==> config.mk <==
export PLATFORM = sky130hd
export DESIGN_NAME = evt_timer
export DESIGN_NICKNAME = d
export VERILOG_FILES = /design/src/rtl/evt_timer_pkg.sv /design/src/rtl/evt_timer_cnt.sv /design/src/rtl/evt_timer_cap.sv /design/src/rtl/evt_timer.sv
export SDC_FILE = /design/constraint.sdc
export NUM_CORES = 1
export LEC_CHECK = 0
export BUFFER_PORTS_ARGS = -buffer_cell sky130_fd_sc_hd__buf_2
export CORE_AREA = 2 2 129 131
export CTS_CLUSTER_DIAMETER = 60
export DETAILED_ROUTE_END_ITERATION = 8
export DIE_AREA = 0 0 131 133
export GPL_ROUTABILITY_DRIVEN = 0
export HOLD_SLACK_MARGIN = 0.05
export PLACE_DENSITY = 0.57
export REMOVE_ABC_BUFFERS = 1
export SLEW_MARGIN = 5
export SYNTH_ARGS = -nofsm -noshare
export SYNTH_HDL_FRONTEND = slang
export SYNTH_HIERARCHICAL = 1
export SYNTH_SLANG_ARGS = --single-unit
==> constraint.sdc <==
create_clock -name clk_i -period 2.6 [get_ports clk_i]
set_input_delay 0.26 -clock clk_i [delete_from_list [all_inputs] [get_ports clk_i]]
set_output_delay 0.26 -clock clk_i [all_outputs]
set_load 0.02 [all_outputs]
==> src/rtl/evt_timer_pkg.sv <==
package evt_timer_pkg;
  localparam int REG_W  = 16;
  localparam int ADDR_W = 3;

  localparam logic [ADDR_W-1:0] ADR_LOAD = 3'd0;
  localparam logic [ADDR_W-1:0] ADR_VAL  = 3'd1;
  localparam logic [ADDR_W-1:0] ADR_CTRL = 3'd2;
  localparam logic [ADDR_W-1:0] ADR_CLR  = 3'd3;
  localparam logic [ADDR_W-1:0] ADR_CAP  = 3'd4;
  localparam logic [ADDR_W-1:0] ADR_STAT = 3'd5;

  localparam logic [REG_W-1:0] CTRL_RST  = 16'h000A;
  localparam logic [REG_W-1:0] CTRL_MASK = 16'h1FEB;

  // control bit positions
  localparam int B_EN    = 0;
  localparam int B_UP    = 1;
  localparam int B_PER   = 3;
  localparam int B_CS    = 5;
  localparam int B_RLD   = 7;
  localparam int B_ES    = 8;
  localparam int B_CAPEN = 12;
  localparam int CS_W    = 2;
  localparam int ES_W    = 4;
endpackage

==> src/rtl/evt_timer_cnt.sv <==
module evt_timer_cnt
  import evt_timer_pkg::*;
#(
  parameter int CNT_W  = 16,
  parameter int N_CLK  = 4,
  parameter int SYNC_N = 2
) (
  input  logic             clk_i,
  input  logic             rst_ni,
  input  logic             en_i,
  input  logic             up_i,
  input  logic             periodic_i,
  input  logic [CS_W-1:0]  clk_sel_i,
  input  logic [N_CLK-1:0] clk_en_i,
  input  logic [CNT_W-1:0] load_i,
  input  logic             clr_rld_i,
  output logic [CNT_W-1:0] cnt_o,
  output logic             tmo_o,
  output logic [CNT_W-1:0] val_o
);
  localparam logic [CNT_W-1:0] MAXV = {CNT_W{1'b1}};

  logic [CNT_W-1:0] cnt_q, cnt_d;
  logic             sel_ok, tick;

  assign sel_ok = 32'(clk_sel_i) < N_CLK;
  assign tick   = en_i && sel_ok && clk_en_i[clk_sel_i];
  assign tmo_o  = tick && (up_i ? (cnt_q == MAXV) : (cnt_q == '0));

  always_comb begin
    cnt_d = cnt_q;
    if (clr_rld_i)   cnt_d = load_i;
    else if (tick) begin
      if (tmo_o)     cnt_d = periodic_i ? load_i : (up_i ? '0 : MAXV);
      else           cnt_d = up_i ? cnt_q + 1'b1 : cnt_q - 1'b1;
    end
  end

  always_ff @(posedge clk_i or negedge rst_ni)
    if (!rst_ni) cnt_q <= '0;
    else         cnt_q <= cnt_d;

  assign cnt_o = cnt_q;

  // readback synchronizer chain
  logic [CNT_W-1:0] sync_q [SYNC_N];
  for (genvar s = 0; s < SYNC_N; s++) begin : g_sync
    always_ff @(posedge clk_i or negedge rst_ni)
      if (!rst_ni)     sync_q[s] <= '0;
      else if (s == 0) sync_q[s] <= cnt_q;
      else             sync_q[s] <= sync_q[(s > 0) ? s-1 : 0];
  end
  assign val_o = sync_q[SYNC_N-1];

  p_reload_r2: assert property (@(posedge clk_i) disable iff (!rst_ni)
    (tmo_o && periodic_i && !clr_rld_i) |=> (cnt_o == $past(load_i)));

  p_gate_r6: assert property (@(posedge clk_i) disable iff (!rst_ni)
    (!en_i && !clr_rld_i) |=> $stable(cnt_o));

  if (SYNC_N == 2) begin : g_lag_chk
    p_lag_r4: assert property (@(posedge clk_i) disable iff (!rst_ni)
      val_o == $past(cnt_o, 2));
  end
endmodule

==> src/rtl/evt_timer_cap.sv <==
module evt_timer_cap
  import evt_timer_pkg::*;
#(
  parameter int CNT_W = 16,
  parameter int N_EVT = 16
) (
  input  logic             clk_i,
  input  logic             rst_ni,
  input  logic [N_EVT-1:0] evt_i,
  input  logic             cap_en_i,
  input  logic [ES_W-1:0]  sel_i,
  input  logic [CNT_W-1:0] cnt_i,
  output logic [CNT_W-1:0] cap_o,
  output logic             hit_o
);
  logic [N_EVT-1:0] evt_q;
  logic [CNT_W-1:0] cap_q;
  logic             sel_ok;

  assign sel_ok = 32'(sel_i) < N_EVT;
  assign hit_o  = cap_en_i && sel_ok && evt_i[sel_i] && !evt_q[sel_i];

  always_ff @(posedge clk_i or negedge rst_ni)
    if (!rst_ni) begin
      evt_q <= '0;
      cap_q <= '0;
    end else begin
      evt_q <= evt_i;
      if (hit_o) cap_q <= cnt_i;
    end

  assign cap_o = cap_q;

  p_cap_take_r7: assert property (@(posedge clk_i) disable iff (!rst_ni)
    hit_o |=> (cap_o == $past(cnt_i)));

  p_cap_idle_r7: assert property (@(posedge clk_i) disable iff (!rst_ni)
    !hit_o |=> $stable(cap_o));
endmodule

==> src/rtl/evt_timer.sv <==
module evt_timer
  import evt_timer_pkg::*;
#(
  parameter int CNT_W  = 16,
  parameter int N_EVT  = 16,
  parameter int N_CLK  = 4,
  parameter int SYNC_N = 2
) (
  input  logic              clk_i,
  input  logic              rst_ni,
  input  logic              reg_we_i,
  input  logic [ADDR_W-1:0] reg_addr_i,
  input  logic [REG_W-1:0]  reg_wdata_i,
  output logic [REG_W-1:0]  reg_rdata_o,
  input  logic [N_EVT-1:0]  evt_i,
  input  logic [N_CLK-1:0]  clk_en_i,
  output logic              irq_o
);
  logic [REG_W-1:0] ctrl_q, load_q, pend_d;
  logic             pend_v, tmo_flag_q, cap_flag_q;
  logic             ld_wr, ctl_wr, clr_wr, clr_rld;
  logic             tmo, cap_hit;
  logic [CNT_W-1:0] cnt, val, cap;

  assign ld_wr   = reg_we_i && (reg_addr_i == ADR_LOAD);
  assign ctl_wr  = reg_we_i && (reg_addr_i == ADR_CTRL);
  assign clr_wr  = reg_we_i && (reg_addr_i == ADR_CLR);
  assign clr_rld = clr_wr && reg_wdata_i[0] && ctrl_q[B_RLD] && ctrl_q[B_PER];

  evt_timer_cnt #(.CNT_W(CNT_W), .N_CLK(N_CLK), .SYNC_N(SYNC_N)) u_cnt (
    .clk_i,
    .rst_ni,
    .en_i       (ctrl_q[B_EN]),
    .up_i       (ctrl_q[B_UP]),
    .periodic_i (ctrl_q[B_PER]),
    .clk_sel_i  (ctrl_q[B_CS +: CS_W]),
    .clk_en_i,
    .load_i     (load_q[CNT_W-1:0]),
    .clr_rld_i  (clr_rld),
    .cnt_o      (cnt),
    .tmo_o      (tmo),
    .val_o      (val)
  );

  evt_timer_cap #(.CNT_W(CNT_W), .N_EVT(N_EVT)) u_cap (
    .clk_i,
    .rst_ni,
    .evt_i,
    .cap_en_i (ctrl_q[B_CAPEN]),
    .sel_i    (ctrl_q[B_ES +: ES_W]),
    .cnt_i    (cnt),
    .cap_o    (cap),
    .hit_o    (cap_hit)
  );

  always_ff @(posedge clk_i or negedge rst_ni)
    if (!rst_ni) ctrl_q <= CTRL_RST;
    else if (ctl_wr) ctrl_q <= reg_wdata_i & CTRL_MASK;

  // load writes colliding with an expiry are parked for one cycle
  always_ff @(posedge clk_i or negedge rst_ni)
    if (!rst_ni) begin
      load_q <= '0;
      pend_d <= '0;
      pend_v <= 1'b0;
    end else if (ld_wr && tmo) begin
      pend_d <= reg_wdata_i;
      pend_v <= 1'b1;
    end else if (ld_wr) begin
      load_q <= reg_wdata_i;
      pend_v <= 1'b0;
    end else if (pend_v) begin
      load_q <= pend_d;
      pend_v <= 1'b0;
    end

  always_ff @(posedge clk_i or negedge rst_ni)
    if (!rst_ni) begin
      tmo_flag_q <= 1'b0;
      cap_flag_q <= 1'b0;
    end else begin
      if (tmo)                              tmo_flag_q <= 1'b1;
      else if (clr_wr && reg_wdata_i[0])    tmo_flag_q <= 1'b0;
      if (cap_hit)                          cap_flag_q <= 1'b1;
      else if (clr_wr && reg_wdata_i[1])    cap_flag_q <= 1'b0;
    end

  assign irq_o = tmo_flag_q;

  always_comb begin
    unique case (reg_addr_i)
      ADR_LOAD: reg_rdata_o = load_q;
      ADR_VAL:  reg_rdata_o = REG_W'(val);
      ADR_CTRL: reg_rdata_o = ctrl_q;
      ADR_CAP:  reg_rdata_o = REG_W'(cap);
      ADR_STAT: reg_rdata_o = REG_W'({cap_flag_q, tmo_flag_q});
      default:  reg_rdata_o = '0;
    endcase
  end

  p_defer_r3: assert property (@(posedge clk_i) disable iff (!rst_ni)
    (ld_wr && tmo) |=> (load_q == $past(load_q)));

  p_irq_hold_r10: assert property (@(posedge clk_i) disable iff (!rst_ni)
    (irq_o && !(clr_wr && reg_wdata_i[0])) |=> irq_o);

  p_clr_reload_r8: assert property (@(posedge clk_i) disable iff (!rst_ni)
    clr_rld |=> (cnt == $past(load_q[CNT_W-1:0])));
endmodule

* Word-level counts from Yosys, hierarchy flattened
Cells that the tools add are included.
Operators by class: $add $sub $neg 2, $lt $le $gt $ge 2, equality and inequality tests 6, multiplexer cells 21, bitwise logic cells 1, reductions and logical operators 20
Operator list (count):
- $mux W16 | 8
- $pmux W16 S5 | 1
- $add A16 B1 Y16 const B | 1
- $eq A16 B16 Y1 const B | 1
- $logic_not A16 Y1 | 1
- $sub A16 B1 Y16 const B | 1
- $logic_and A1 B1 Y1 | 12
- $mux W1 | 9
- $bmux W1 S4 | 2
- $reduce_bool A2 Y1 | 4
- $eq A3 B2 Y1 const B | 2
- $eq A3 B3 Y1 const B | 2
- $lt A4 B5 Y1 const B | 1
- $eq A3 B1 Y1 const B | 1
- $logic_not A3 Y1 | 1
- $lt A2 B3 Y1 const B | 1
- $bmux W1 S2 | 1
- $reduce_and A2 Y1 | 1
- $logic_not A1 Y1 | 1
- $not A1 Y1 | 1
Word-level totals: register bits 126, input port bits 42, logic and storage cells 63

* Longest topological paths before layout
Gate-level depths: netlist (run 1).
word-level depth 7, gate-level depth with buffers 10, mapped depth without buffers 10

* Cells and area by module
Netlist (run 1), hierarchy kept.
By module, submodules not included:
- evt_timer_cnt | instances 1, cells an instance 279, area an instance 2741.4 um^2, seq. area each 1201.2 um^2
- evt_timer | instances 1, cells an instance 205, area an instance 2441.1 um^2, seq. area each 1153.6 um^2
- evt_timer_cap | instances 1, cells an instance 85, area an instance 1256.2 um^2, seq. area each 800.8 um^2

* Worst setup path before layout (run 1)
OpenSTA, ideal clock, no wires.
path type reg2reg, from register ctrl_q[1], to register u_cnt.cnt_q[15] (netlist: u_cnt/cnt_o[15]), library setup time 0.132 ns, arrival 2.493 ns, path slack -0.025 ns, cell stages (with the launch flop) 11, path buffers 0, clock period less this slack 2.625 ns, cell sequence dfstp_2 -> inv_1 -> ha_1 -> o21ai_1 -> o21a_1 -> o31a_1 -> a31oi_2 -> nand4_1 -> o311ai_1 -> mux2i_1 -> o21ai_1
Between the ends: word-level cells in the longest chain between the ends 5, elaborated cells between the ends (all ways) 8, those cells by class 7 x mux; 1 x reduce/logical
Ends and longest elaborated chain:
- start: declaration | RTL line evt_timer.sv:19 | logic [REG_W-1:0] ctrl_q, load_q, pend_d;
- start signal: assignment | RTL line evt_timer.sv:58 | else if (ctl_wr) ctrl_q <= reg_wdata_i & CTRL_MASK;
- $mux W16 or $mux W1 (tied branches) | RTL line evt_timer_cnt.sv:34, evt_timer_cnt.sv:28
- $mux W16 or $logic_and A1 B1 Y1 (tied branches) | RTL line evt_timer_cnt.sv:34, evt_timer_cnt.sv:28
- $mux W16 * | RTL line evt_timer_cnt.sv:34 | if (tmo_o) cnt_d = periodic_i ? load_i : (up_i ? '0 : MAXV);
- $mux W16 * | RTL line evt_timer_cnt.sv:33 | else if (tick) begin
- $mux W16 * | RTL line evt_timer_cnt.sv:32 | if (clr_rld_i) cnt_d = load_i;
- end signal: assignment | RTL line evt_timer_cnt.sv:41 | else cnt_q <= cnt_d;
- end: declaration | RTL line evt_timer_cnt.sv:23 | logic [CNT_W-1:0] cnt_q, cnt_d;
Mark *: on every way between the ends. The rest lies on a longest branch, timed or not. The select of a mux whose other input is x is not followed. A chain may end at the register's enable or synchronous reset.

* Final worst setup path (run 1)
Same ends and word-level chain as after synthesis.

==> run summary, run 1 <==
The slowest stage of the critical path is the dfstp_2 cell. The final layout contains routed wiring with a total length of 16.5 mm. Once routing completed, OpenROAD measured the worst setup slack at around 120 ps.

The average wire length per cell after detail routing came out at around 19 um. The clock-pin slew of the registers on the worst-case setup and hold paths came out at 60 ps. The smallest clock period supported by the final layout is computed as 2480 ps. The placed cell area came out at around 7000 um^2. The source of the worst register-to-register timing path is ctrl_q[1]. The flop and latch count out of synthesis is 126. The maximum clock frequency is 404 MHz. Each instance of the synthesized netlist takes up on average between 10 and 15 um^2. Timing analysis after detailed placement gives a worst setup slack of 0.909 ps. The endpoint required time on the critical path is 2880 ps.

The combined area of all synthesized cells came out at 6440 um^2. The chip width came out at 131 um. The via count of the first global-routing pass is 4989. The static leakage came out at 0.00355 uW.

The latest clock arrival within the worst-skew pair came out at 420 ps. Power spread over the standard cell area amounts to 1070 nW/um^2. Of the total power, the clock network draws 0.309. The number of remaining DRC errors is 0. The number of hold-slack violations in the final timing report came to 0. Overall power consumption after layout is estimated at 8380 uW. The transition time of the tightest slew-check pin is 811 ps. After floorplanning, the core was divided into 47 placement rows. The clock skew is 6.48 ps.

The run finished with clean final reports. The length in cells of the worst reg-to-reg path is 10. The remaining antenna violation count after routing is 0. For this run, the slowest stage of the critical path takes 530 ps. In the synthesized netlist the async set-or-reset flop fraction comes to 1.00. The share of power burned in combinational logic came out at 0.335. In this run, the number of DRC markers left after iteration 0 of detailed routing was 265.

The dominant cell type by count on the critical path is o21ai_1. The number of antenna diodes is 0. The number of cells in the finished layout apart from fillers is 879.

The leading cell type in the layout, fill and taps excluded is dfrtp_1. The clock sink total came out at about 130. The critical-path maximum fanout came out at 4. The number of enable-type register cells in the synthesized netlist came out at 0.

The critical path is of the reg -> reg type. The H-tree depth reported by CTS came out at 4. The worst path buffer plus inverter count is 1. The placeable core region is around 16000 um^2.

The worst register-to-register path has a setup slack of 120 ps. The number of vias in the routed layout came out at 4779. Max-cap violations in this run came to 0.

In this run the worst setup path begins at ctrl_q[1]. The total die area is 17400 um^2. The clock passes through at most 2 buffers. The relative max-transition margin came out at 0.445.

The HPWL after detailed placement is around 11 mm. The post-synthesis to final-layout area growth came out at 22.2%. The number of placed instances with taps included is 830. At the worst endpoint, the arrival time is 2760 ps.

Setup violations remaining at the end of the flow were counted as 0. The initial antenna violation count is 0. The filler cells instantiated in the layout total 1459. Among all flip-flop cells after synthesis, the most frequent one is dfrtp_1. In this run the tool buffered the top-level ports with 58 buffer cells.

The first-pass GRT wire length came out at about 26 mm. The worst setup path is launched from a flop. The min-delay analysis places its worst path in the category in -> reg. The number of distinct library cells after synthesis came out at 78. The endpoint identified for the worst register-to-register timing path is u_cnt/cnt_o[15]. The total number of nets in the final design came out at 703. Setup repair after global routing could not meet its margin everywhere. The pin count of the biggest net entering global routing is 54. The worst setup path is captured at a flop. The switching share of power came out at 0.329. Of the synthesized area, sequential elements account for 0.490.

In the layout the commonest cells are 124 x dfrtp_1, 57 x buf_2, 53 x nand2_1. The aggregate global routing overflow came out at 0. The part of the cycle the worst path needs came out at 0.953. The boundary pin count is 59. CTS placed an instance of clkbuf_16 at the clock tree root.

The number of buffers created by CTS is 17. In this run the power spent charging and discharging nets is around 2800 uW. Synthesis produced 569 cells. The number of max-slew violations in the final report is 0. The starting utilization of the core area came out at 0.398. Walking the worst path, the cells encountered are inv_2, ha_1, o21ai_1, o21a_1, o31a_1, a31oi_4, nand4_1, o311ai_2, mux2i_1, o21ai_1.

Across every metal layer, demand over resource in global routing totals 0.195. The most critical setup path has its endpoint at u_cnt/cnt_o[15]. The first-pass iteration count of the detailed router is 5.

The logic depth of the worst setup path including buffers came out at 10. The fraction of final layout cells with drive strength greater than 1 came out at 0.314. The clock tree from TritonCTS is built. The cell-internal power is around 5600 uW.

The sequential power share came out at 0.357. The count of synthesis-stage warnings from yosys is 6. The detail-routed via count per cell is ~5.4. Across the VDD grid, the largest voltage drop is 577 uV.

From bottom edge to top edge, the die measures 133 um. Broken down by cell family, the worst path's largest delay share belongs to compound AO/OA/AOI/OAI gates. The final design area excluding fillers is 7870 um^2. The tightest hold path in the finished design has a slack of approximately 87 ps.
cell type report:
| cell class | count | area (um^2) | share of cell area |
|---|---|---|---|
| Clock buffer | 21 | 450 | 0.0573 |
| Clock inverter | 11 | 190 | 0.0242 |
| Inverter | 22 | 87.6 | 0.0111 |
| Multi-Input combinational cell | 376 | 2980 | 0.378 |
| Sequential cell | 126 | 3160 | 0.401 |
| Tap cell | 220 | 275 | 0.0350 |
| Timing Repair Buffer | 103 | 731 | 0.0929 |
what timing repair did:
action                                  4_1_cts  5_1_grt
endpoints found under the setup margin        1       16
gates resized for setup                       3       12
hold buffers                                 17        0
pin swaps                                     0        6
endpoints found under the hold margin        66        0
buffers inserted                              0        0
gates cloned                                  0        0
power by group through the flow:
stage               clock [uW]  combinational [uW]  sequential [uW]
global placement             0                2580             3000
global route              2730                3080             3070
floorplan                    0                1910             2890
CTS                       2630                2730             2990
finish                    2590                2810             2990
detailed placement           0                2640             3020
cells in the mapped netlist (all sizes together) (14+ instances only):
master    n  area share
a21oi    41       0.032
buf      33       0.039
dfrtp   124        0.48
ha       14       0.027
inv      21       0.012
mux2     45       0.090
mux2i    18       0.028
nand2    53       0.031
nor2     16      0.0097
o21ai    21       0.018
o221a    16       0.028
or3      16       0.016
state kept, by name (all words and copies together) (netlist names), 11 cells and up:
| register | flops |
|---|---|
| u_cnt/sync_q | 16 |
| u_cap/cap_o | 16 |
| pend_d | 16 |
| ctrl_q | 11 |
| u_cnt/cnt_o | 16 |
| u_cnt/val_o | 16 |
| u_cap/evt_q | 16 |
| load_q | 16 |
stage by stage:
step                      TNS (ps)  utilization
final                            0        0.486
after global routing         -7.71        0.486
after CTS                        0        0.483
after detailed placement         0        0.432
after global placement           0        0.432
after floorplan             -17860            -
kinds of logic (layout without fill, tap and decap cells):
kind of cell               after synthesis  in the layout  synth area share
and+or+nand+nor                        144            144             0.123
AOI/OAI and AO/OA                      142            142             0.161
DFF                                    126            126             0.490
buffers and inverters                   67            157            0.0599
muxes                                   64             64             0.121
adders and majority gates               15             15            0.0303
xor gates and xnor gates                11             11            0.0150
metal layers:
layer	up-vias	part of all wire	global-route usage	wire (um)
li1	2238	-	-	-
met1	2414	0.45	0.254	7450
met2	104	0.49	0.326	8120
met3	23	0.037	0.0388	612
met4	0	0.017	0.0644	280
met5	-	0	0	0
worst min path at each step:
stage	start	endpoint	slack (ps)	cells after the start
2_1_floorplan	rst_ni	cap_flag_q	-40	0
3_3_place_gp	u_cnt/sync_q[24]	u_cnt/val_o[8]	330	0
3_5_place_dp	u_cnt/sync_q[24]	u_cnt/val_o[8]	330	0
4_1_cts	reg_wdata_i[13]	pend_d[13]	70	2
5_1_grt	reg_wdata_i[13]	pend_d[13]	80	2
6_report	reg_wdata_i[13]	pend_d[13]	90	2
No activity file was read; power rests on OpenSTA's default activity.
==> run 2: changes to the inputs <==
--- a/config.mk
+++ b/config.mk
@@ -6,10 +6,10 @@
 export NUM_CORES = 1
 export LEC_CHECK = 0
 export BUFFER_PORTS_ARGS = -buffer_cell sky130_fd_sc_hd__buf_2
-export CORE_AREA = 2 2 129 131
+export CORE_AREA = 2 2 144 118
 export CTS_CLUSTER_DIAMETER = 60
 export DETAILED_ROUTE_END_ITERATION = 8
-export DIE_AREA = 0 0 131 133
+export DIE_AREA = 0 0 146 120
 export GPL_ROUTABILITY_DRIVEN = 0
 export HOLD_SLACK_MARGIN = 0.05
 export PLACE_DENSITY = 0.57
==> run summary, run 2 (synthesized netlist as in run 1, its figures left out) <==
The smallest setup slack after layout is 56.6 ps (-66.0 ps). The power per cell area is 1100 nW/um^2 (+2.9%). The endpoint arrival time on the critical path came out at 2810 ps (+50 ps).

The number of max-slew violations in the final report is 0 (unchanged). The number of remaining DRC errors came out at 0 (unchanged). The HPWL after detailed placement is 11.7 mm (+2.0%). The placed cell area came to 7010 um^2 (+0.43%).

The count of maximum capacitance violations is 0 (unchanged). The endpoint of the lowest-slack register-to-register path is u_cnt/cnt_o[15]. The H-tree depth reported by CTS came to 4 (unchanged). The number of setup buffers added after CTS is 0 (unchanged). The total number of nets in the final design came out at 707 (+0.57%). The peak ir drop on the vdd network is 563 uV (-2.4%). The pin count of the biggest net entering global routing came out at 82 (+52%).

The leading cell type in the layout, fill and taps excluded is dfrtp_1. The maximum clock frequency is 393 MHz (-2.6%). The overall global routing resource usage is 0.200 (+0.00419). Setup repair after global routing could not meet its margin everywhere. The endpoint required time on the critical path came out at 2870 ps (about the same). The path with the worst hold slack has its endpoint at pend_d[2]. The path type of the worst min-delay path is in -> reg. The clock-pin slew of the registers on the worst-case setup and hold paths is 60 ps (about the same). The fraction of final layout cells with drive strength greater than 1 was 0.320 (+0.00565). The top cell types in the final layout, fill and taps aside, are 124 x dfrtp_1, 57 x buf_2, 53 x nand2_1. The clock skew came out at 6.88 ps (+0.402 ps).

The critical-path maximum fanout came out at 13 (+9). The relative max-transition margin is 0.425 (-0.0204). The post-route minimum period came to 2540 ps (+66.0 ps). The aggregate global routing overflow is 0 (unchanged). The first-pass GRT wire length came out at 27.3 mm (+4.6%). The number of antenna diodes is 0 (unchanged). The static leakage came out at 0.00358 uW (+0.79%). The overall die height is 120 um (-9.8%). The clock sink total came out at 126 (unchanged). The critical path is of the reg -> reg type.

The placeable core region is 16200 um^2 (about the same). The initial antenna violation count is 0 (unchanged). The transition time of the tightest slew-check pin is 841 ps (+29.9 ps). The remaining antenna violation count after routing came to 0 (unchanged).

The source of the worst register-to-register timing path is ctrl_q[1]. The final design area excluding fillers was 7920 um^2 (+0.65%). The via count of the first global-routing pass came out at 4869 (-2.4%). The total die area is 17500 um^2 (+0.56%).

TritonCTS built the clock tree. The element type at the critical path start is a flop. The flow ran to the end, and the final reports show no timing, DRC or antenna violations. The number of hold-slack violations in the final timing report came out at 0 (unchanged). The detail-routed via count per cell is 5.50 (+1.1%).

The boundary pin count is 59 (unchanged). The number of port buffers was 58 (unchanged). Traced cell by cell, the critical path runs through inv_1, buf_6, ha_1, nand3_1, o31a_1, a31oi_4, nand4_1, o311ai_2, mux2i_1, o21ai_1. The biggest cell delay along the critical path came out at 530 ps (about the same). The post-synthesis to final-layout area growth came out at 22.9%. The worst setup slack after placement was 21.8 ps (+20.9 ps).

The total number of placement rows is 42 (-11%). The chip width is 146 um (+11%). The latest clock arrival within the worst-skew pair came out at 400 ps (-20 ps).

The worst hold path depth was 2 (unchanged). The slowest cell on the critical path is dfstp_2. The part of the cycle the worst path needs is 0.978 (+0.0254). The setup slack of the worst register-to-register path is 60 ps (-70 ps).

The number of buffers created by CTS came out at 17 (unchanged). The starting utilization of the core area came out at 0.398 (about the same). The overall power consumption is 8680 uW (+3.6%). The number of DRC markers after the initial detailed-route iteration is 459 (+73%).

The count of final setup violators is 0 (unchanged). The kind of cell with the highest combined delay on the critical path is compound AO/OA/AOI/OAI gates. The tree is rooted in a clkbuf_16. The number of buffers between clock root and the deepest sink came out at 2 (unchanged).

The wire length after detailed routing was 17.0 mm (+3.1%). The length in cells of the worst reg-to-reg path was 10 (unchanged). The logic depth of the worst setup path including buffers is 10 (unchanged).

In this run the most critical hold path is launched from reg_wdata_i[2]. STA classifies the critical path endpoint as a flop. The number of vias in the routed layout came out at 4853 (+1.5%).

The worst path buffer plus inverter count came out at 2 (+1). The first-pass iteration count of the detailed router is 5 (unchanged). The average wire length per cell after detail routing came out at 19.2 um (+2.6%).
[run 2: metal layers]
metal	part of all wire	track usage	wire, um
met5	0	0	0
met4	0.014	0.0437	232
met3	0.052	0.0483	883
met2	0.46	0.311	7790
met1	0.48	0.284	8060
[run 2: how the worst max path moves through the flow]
stage / startpoint / to / slack (ps)
3_3_place_gp: ctrl_q[1] / u_cnt/cnt_o[12] / 110
2_1_floorplan: ctrl_q[8] / u_cap/cap_o[0] / -1110
4_1_cts: u_cnt/cnt_o[0] / u_cnt/cnt_o[14] / 10
6_report: ctrl_q[1] / u_cnt/cnt_o[15] / 60
5_1_grt: ctrl_q[1] / u_cnt/cnt_o[15] / -80
3_5_place_dp: ctrl_q[1] / u_cnt/cnt_o[15] / 20
[run 2: through the flow]
stage	cells	hold slack (ps)	setup TNS, ps	utilization
global placement	834	136	0	0.433
floorplan	524	-35.6	-17860	-
CTS	883	86.6	0	0.486
global route	883	93.9	-271	0.489
detailed placement	834	137	0	0.433
finish	883	99.9	0	0.489
[run 2: worst reg2reg max path, stage by stage (launching register included)]
cell and delay (ps):
dfstp_2 530, inv_1 90, buf_6 170, ha_1 400, nand3_1 100, o31a_1 350, a31oi_4 240, nand4_1 140
o311ai_2 100, mux2i_1 220, o21ai_1 80
[run 2: report_power, final]
group          leakage, uW  switching, uW  internal, uW
combinational      0.00175           1610          1400
sequential         0.00151            422          2530
clock             0.000326            847          1860
[run 2: layout make-up]
cell class	instances	area, um^2
clock buffers	23	468
flip-flops and latches	126	3160
fillers	1498	8270
multi-input cells	376	2970
clock inverters	9	206
well taps	220	275
inverters	22	87.6
repair buffers	107	757
[run 2: what timing repair did]
item | CTS | global route
hold endpoints to repair | 31 | 0
pin swaps | 0 | 5
setup endpoints to repair | 1 | 8
gates resized for setup | 1 | 15
hold buffers | 17 | 0
==> run 3: changes to the inputs <==
--- a/config.mk
+++ b/config.mk
@@ -6,13 +6,13 @@
 export NUM_CORES = 1
 export LEC_CHECK = 0
 export BUFFER_PORTS_ARGS = -buffer_cell sky130_fd_sc_hd__buf_2
-export CORE_AREA = 2 2 144 118
+export CORE_AREA = 2 2 126 103
 export CTS_CLUSTER_DIAMETER = 60
 export DETAILED_ROUTE_END_ITERATION = 8
-export DIE_AREA = 0 0 146 120
+export DIE_AREA = 0 0 128 105
 export GPL_ROUTABILITY_DRIVEN = 0
 export HOLD_SLACK_MARGIN = 0.05
-export PLACE_DENSITY = 0.57
+export PLACE_DENSITY = 0.72
 export REMOVE_ABC_BUFFERS = 1
 export SLEW_MARGIN = 5
 export SYNTH_ARGS = -nofsm -noshare
==> run summary, run 3 (synthesized netlist as in run 1, its figures left out) <==
The flow ran to the end, and the final reports show no timing, DRC or antenna violations. The number of buffers between clock root and the deepest sink came out at 2 (unchanged). The total of fill cells in the finished design is 892 (-40%).

The number of port buffers was 58 (unchanged). The HPWL after detailed placement came out at 11.3 mm (-3.7%). The number of remaining DRC errors came out at 0 (unchanged). The cell that appears most often on the critical path is buf_4. The starting utilization of the core area came to 0.533 (+0.136).

The clock sink total came out at 126 (unchanged). The pin count of the biggest net entering global routing is 57 (-30%). The power per cell area is 1080 nW/um^2 (-1.5%). The static leakage is 0.00356 uW (-0.68%).

The chip width came to 128 um (-12%). The first-pass iteration count of the detailed router came to 5 (unchanged). The critical-path maximum fanout is 9 (-4). The number of antenna diodes is 0 (unchanged).

The critical path goes through buf_6, nand4_1, nor3_2, nor4b_4, buf_4, o21ai_4, clkinv_4, inv_1, or2_4, buf_4, mux2_4. The total die area came out at 13400 um^2 (-23%). The boundary pin count came out at 59 (unchanged). The fraction of final layout cells with drive strength greater than 1 came out at 0.327 (+0.00705). The relative max-transition margin is 0.403 (-0.0216). Grouping stages by cell kind, the critical path spends the most delay in simple AND/OR/NAND/NOR gates. The placeable core region came out at 12100 um^2 (-25%). The H-tree depth reported by CTS came out at 4 (unchanged).

The worst path buffer plus inverter count was 5 (+3). The wire length after detailed routing is 16.9 mm (-0.65%). The post-route minimum period came out at 2580 ps (+32.1 ps). The clock root buffer is clkbuf_16.

The multi-input logic area came to 2980 um^2 (+0.46%). The number of max-slew violations in the final report came to 0 (unchanged). The endpoint type of the worst setup path is a flop. The peak ir drop on the vdd network is 568 uV (+0.83%). The final worst hold slack came out at 85.3 ps (-14.5 ps). The post-synthesis to final-layout area growth is 21.0%. The overall global routing resource usage is 0.261 (+0.0608). The switching share of power came out at 0.348 (+0.0155). The initial antenna violation count is 0 (unchanged). The top cell types in the final layout, fill and taps aside, are 124 x dfrtp_1, 57 x buf_2, 53 x nand2_1. Setup repair after global routing could not meet its margin everywhere. The area of all sequential standard cells came out at 3160 um^2 (unchanged).

The number of cells in the finished layout apart from fillers is 816 (-7.6%). The aggregate global routing overflow came to 0 (unchanged). The number of buffers created by CTS is 17 (unchanged). The clock-pin slew of the registers on the worst-case setup and hold paths came to 60 ps (about the same). The cell-internal power came out at 5480 uW (-5.4%). The critical path in this run is classified as reg -> reg. The part of the cycle the worst path needs was 0.991 (+0.0123). The element type at the critical path start is a flop. The endpoint arrival time on the critical path was 2870 ps (+60 ps).

The count of maximum capacitance violations is 0 (unchanged). The total number of nets in the final design came out at 708 (+0.14%). The number of vias in the routed layout came to 5098 (+5.0%). The number of hold-slack violations in the final timing report came to 0 (unchanged). The average wire length per cell after detail routing is 20.7 um (+7.5%).

The total number of placement rows is 36 (-14%). The largest individual stage delay along the critical path comes from the cell dfstp_2. The number of placed instances with taps included is 766 (-8.2%). The endpoint required time on the critical path is 2900 ps (+30 ps). The clock network fraction of total power is 0.289 (-0.023).

The number of DRC markers after the initial detailed-route iteration is 501 (+9.2%). The overall die height is 105 um (-13%). The biggest cell delay along the critical path is 550 ps (+20 ps). The path class of the tightest hold or removal check is in -> reg. The latest clock arrival within the worst-skew pair came out at 410 ps (about the same). The transition time of the tightest slew-check pin is 873 ps (+31.6 ps). The sequential power share came to 0.352 (+0.011). The via count of the first global-routing pass came out at 5231 (+7.4%). The remaining antenna violation count after routing came out at 0 (unchanged).

The clock skew came out at 12.6 ps (+5.68 ps). The count of final setup violators is 0 (unchanged). TritonCTS built the clock tree. The first-pass GRT wire length came to 27.0 mm (-1.2%). The share of power burned in combinational logic was 0.359 (+0.011). The leading cell type in the layout, fill and taps excluded is dfrtp_1. The maximum clock frequency came to 388 MHz (-1.2%). The detail-routed via count per cell came to 6.25 (+14%). The net switching power figure is 2920 uW (+1.4%).
run 3: cell types whose count changed in the layout (fill, tap and decap cells not counted), sizes merged:
cell and change:
clkbuf -6, clkinvlp +3, bufinv -3, buf +1, inv +3, clkinv +3
run 3: area by class of cell:
| cell class | instances | share of cell area |
|---|---|---|
| clock buffers | 17 | 0.0546 |
| clock inverters | 15 | 0.0239 |
| inverters | 22 | 0.0112 |
| multi-input cells | 376 | 0.383 |
| flip-flops and latches | 126 | 0.405 |
| well taps | 152 | 0.0244 |
| repair buffers | 108 | 0.0980 |
run 3: stage by stage:
stage	utilization	setup WS (ps)	setup TNS, ps	instance area (um^2)	power [uW]
after floorplan	-	-1110	-17860	6140	4790
after global placement	0.573	132	0	6920	5640
after detailed placement	0.573	33.7	0	6920	5760
after CTS	0.640	12.0	0	7720	8280
after global routing	0.645	-37.8	-325	7790	8840
final	0.645	24.5	0	7790	8410
run 3: layer usage:
metal,vias up,wire length [um],global-route usage
met2,248,7940,0.403
met1,2555,7200,0.351
met4,0,395,0.0887
li1,2251,-,-
met3,44,1330,0.0778
met5,-,0,0
run 3: worst reg2reg max path, cell delays in order, from the launching register on:
cell and delay, ps:
dfstp_2 550, buf_6 160, nand4_1 140, nor3_2 240, nor4b_4 260, buf_4 170
o21ai_4 70, clkinv_4 70, inv_1 60, or2_4 270, buf_4 170, mux2_4 290
run 3: path summary, 6_finish.rpt:
path / start / depth (start not counted) / slack [ps] / end
setup / recovery: ctrl_q[1] / 11 / 20 / pend_d[1]
hold / removal: reg_wdata_i[13] / 2 / 90 / pend_d[13]
setup reg to reg: ctrl_q[1] / 11 / 20 / pend_d[1]
hold reg to reg: u_cnt/sync_q[28] / 0 / 350 / u_cnt/val_o[12]
max in group asynchronous: rst_ni / 3 / 1410 / ctrl_q[3]
min in group asynchronous: rst_ni / 2 / 450 / u_cap/cap_o[14]
run 3: power groups by stage:
stage / Combinational (uW) / Clock, uW / Sequential [uW]
floorplan: 1910 / 0 / 2890
finish: 3020 / 2430 / 2960
detailed placement: 2790 / 0 / 2960
CTS: 2890 / 2450 / 2940
global route: 3270 / 2550 / 3020
global placement: 2690 / 0 / 2940
run 3: repair_timing:
action / CTS / global route
buffers inserted: 0 / 1
gates resized for setup: 4 / 15
hold endpoints to repair: 68 / 0
hold buffers: 17 / 0
pin swaps: 0 / 5
endpoints found under the setup margin: 1 / 26
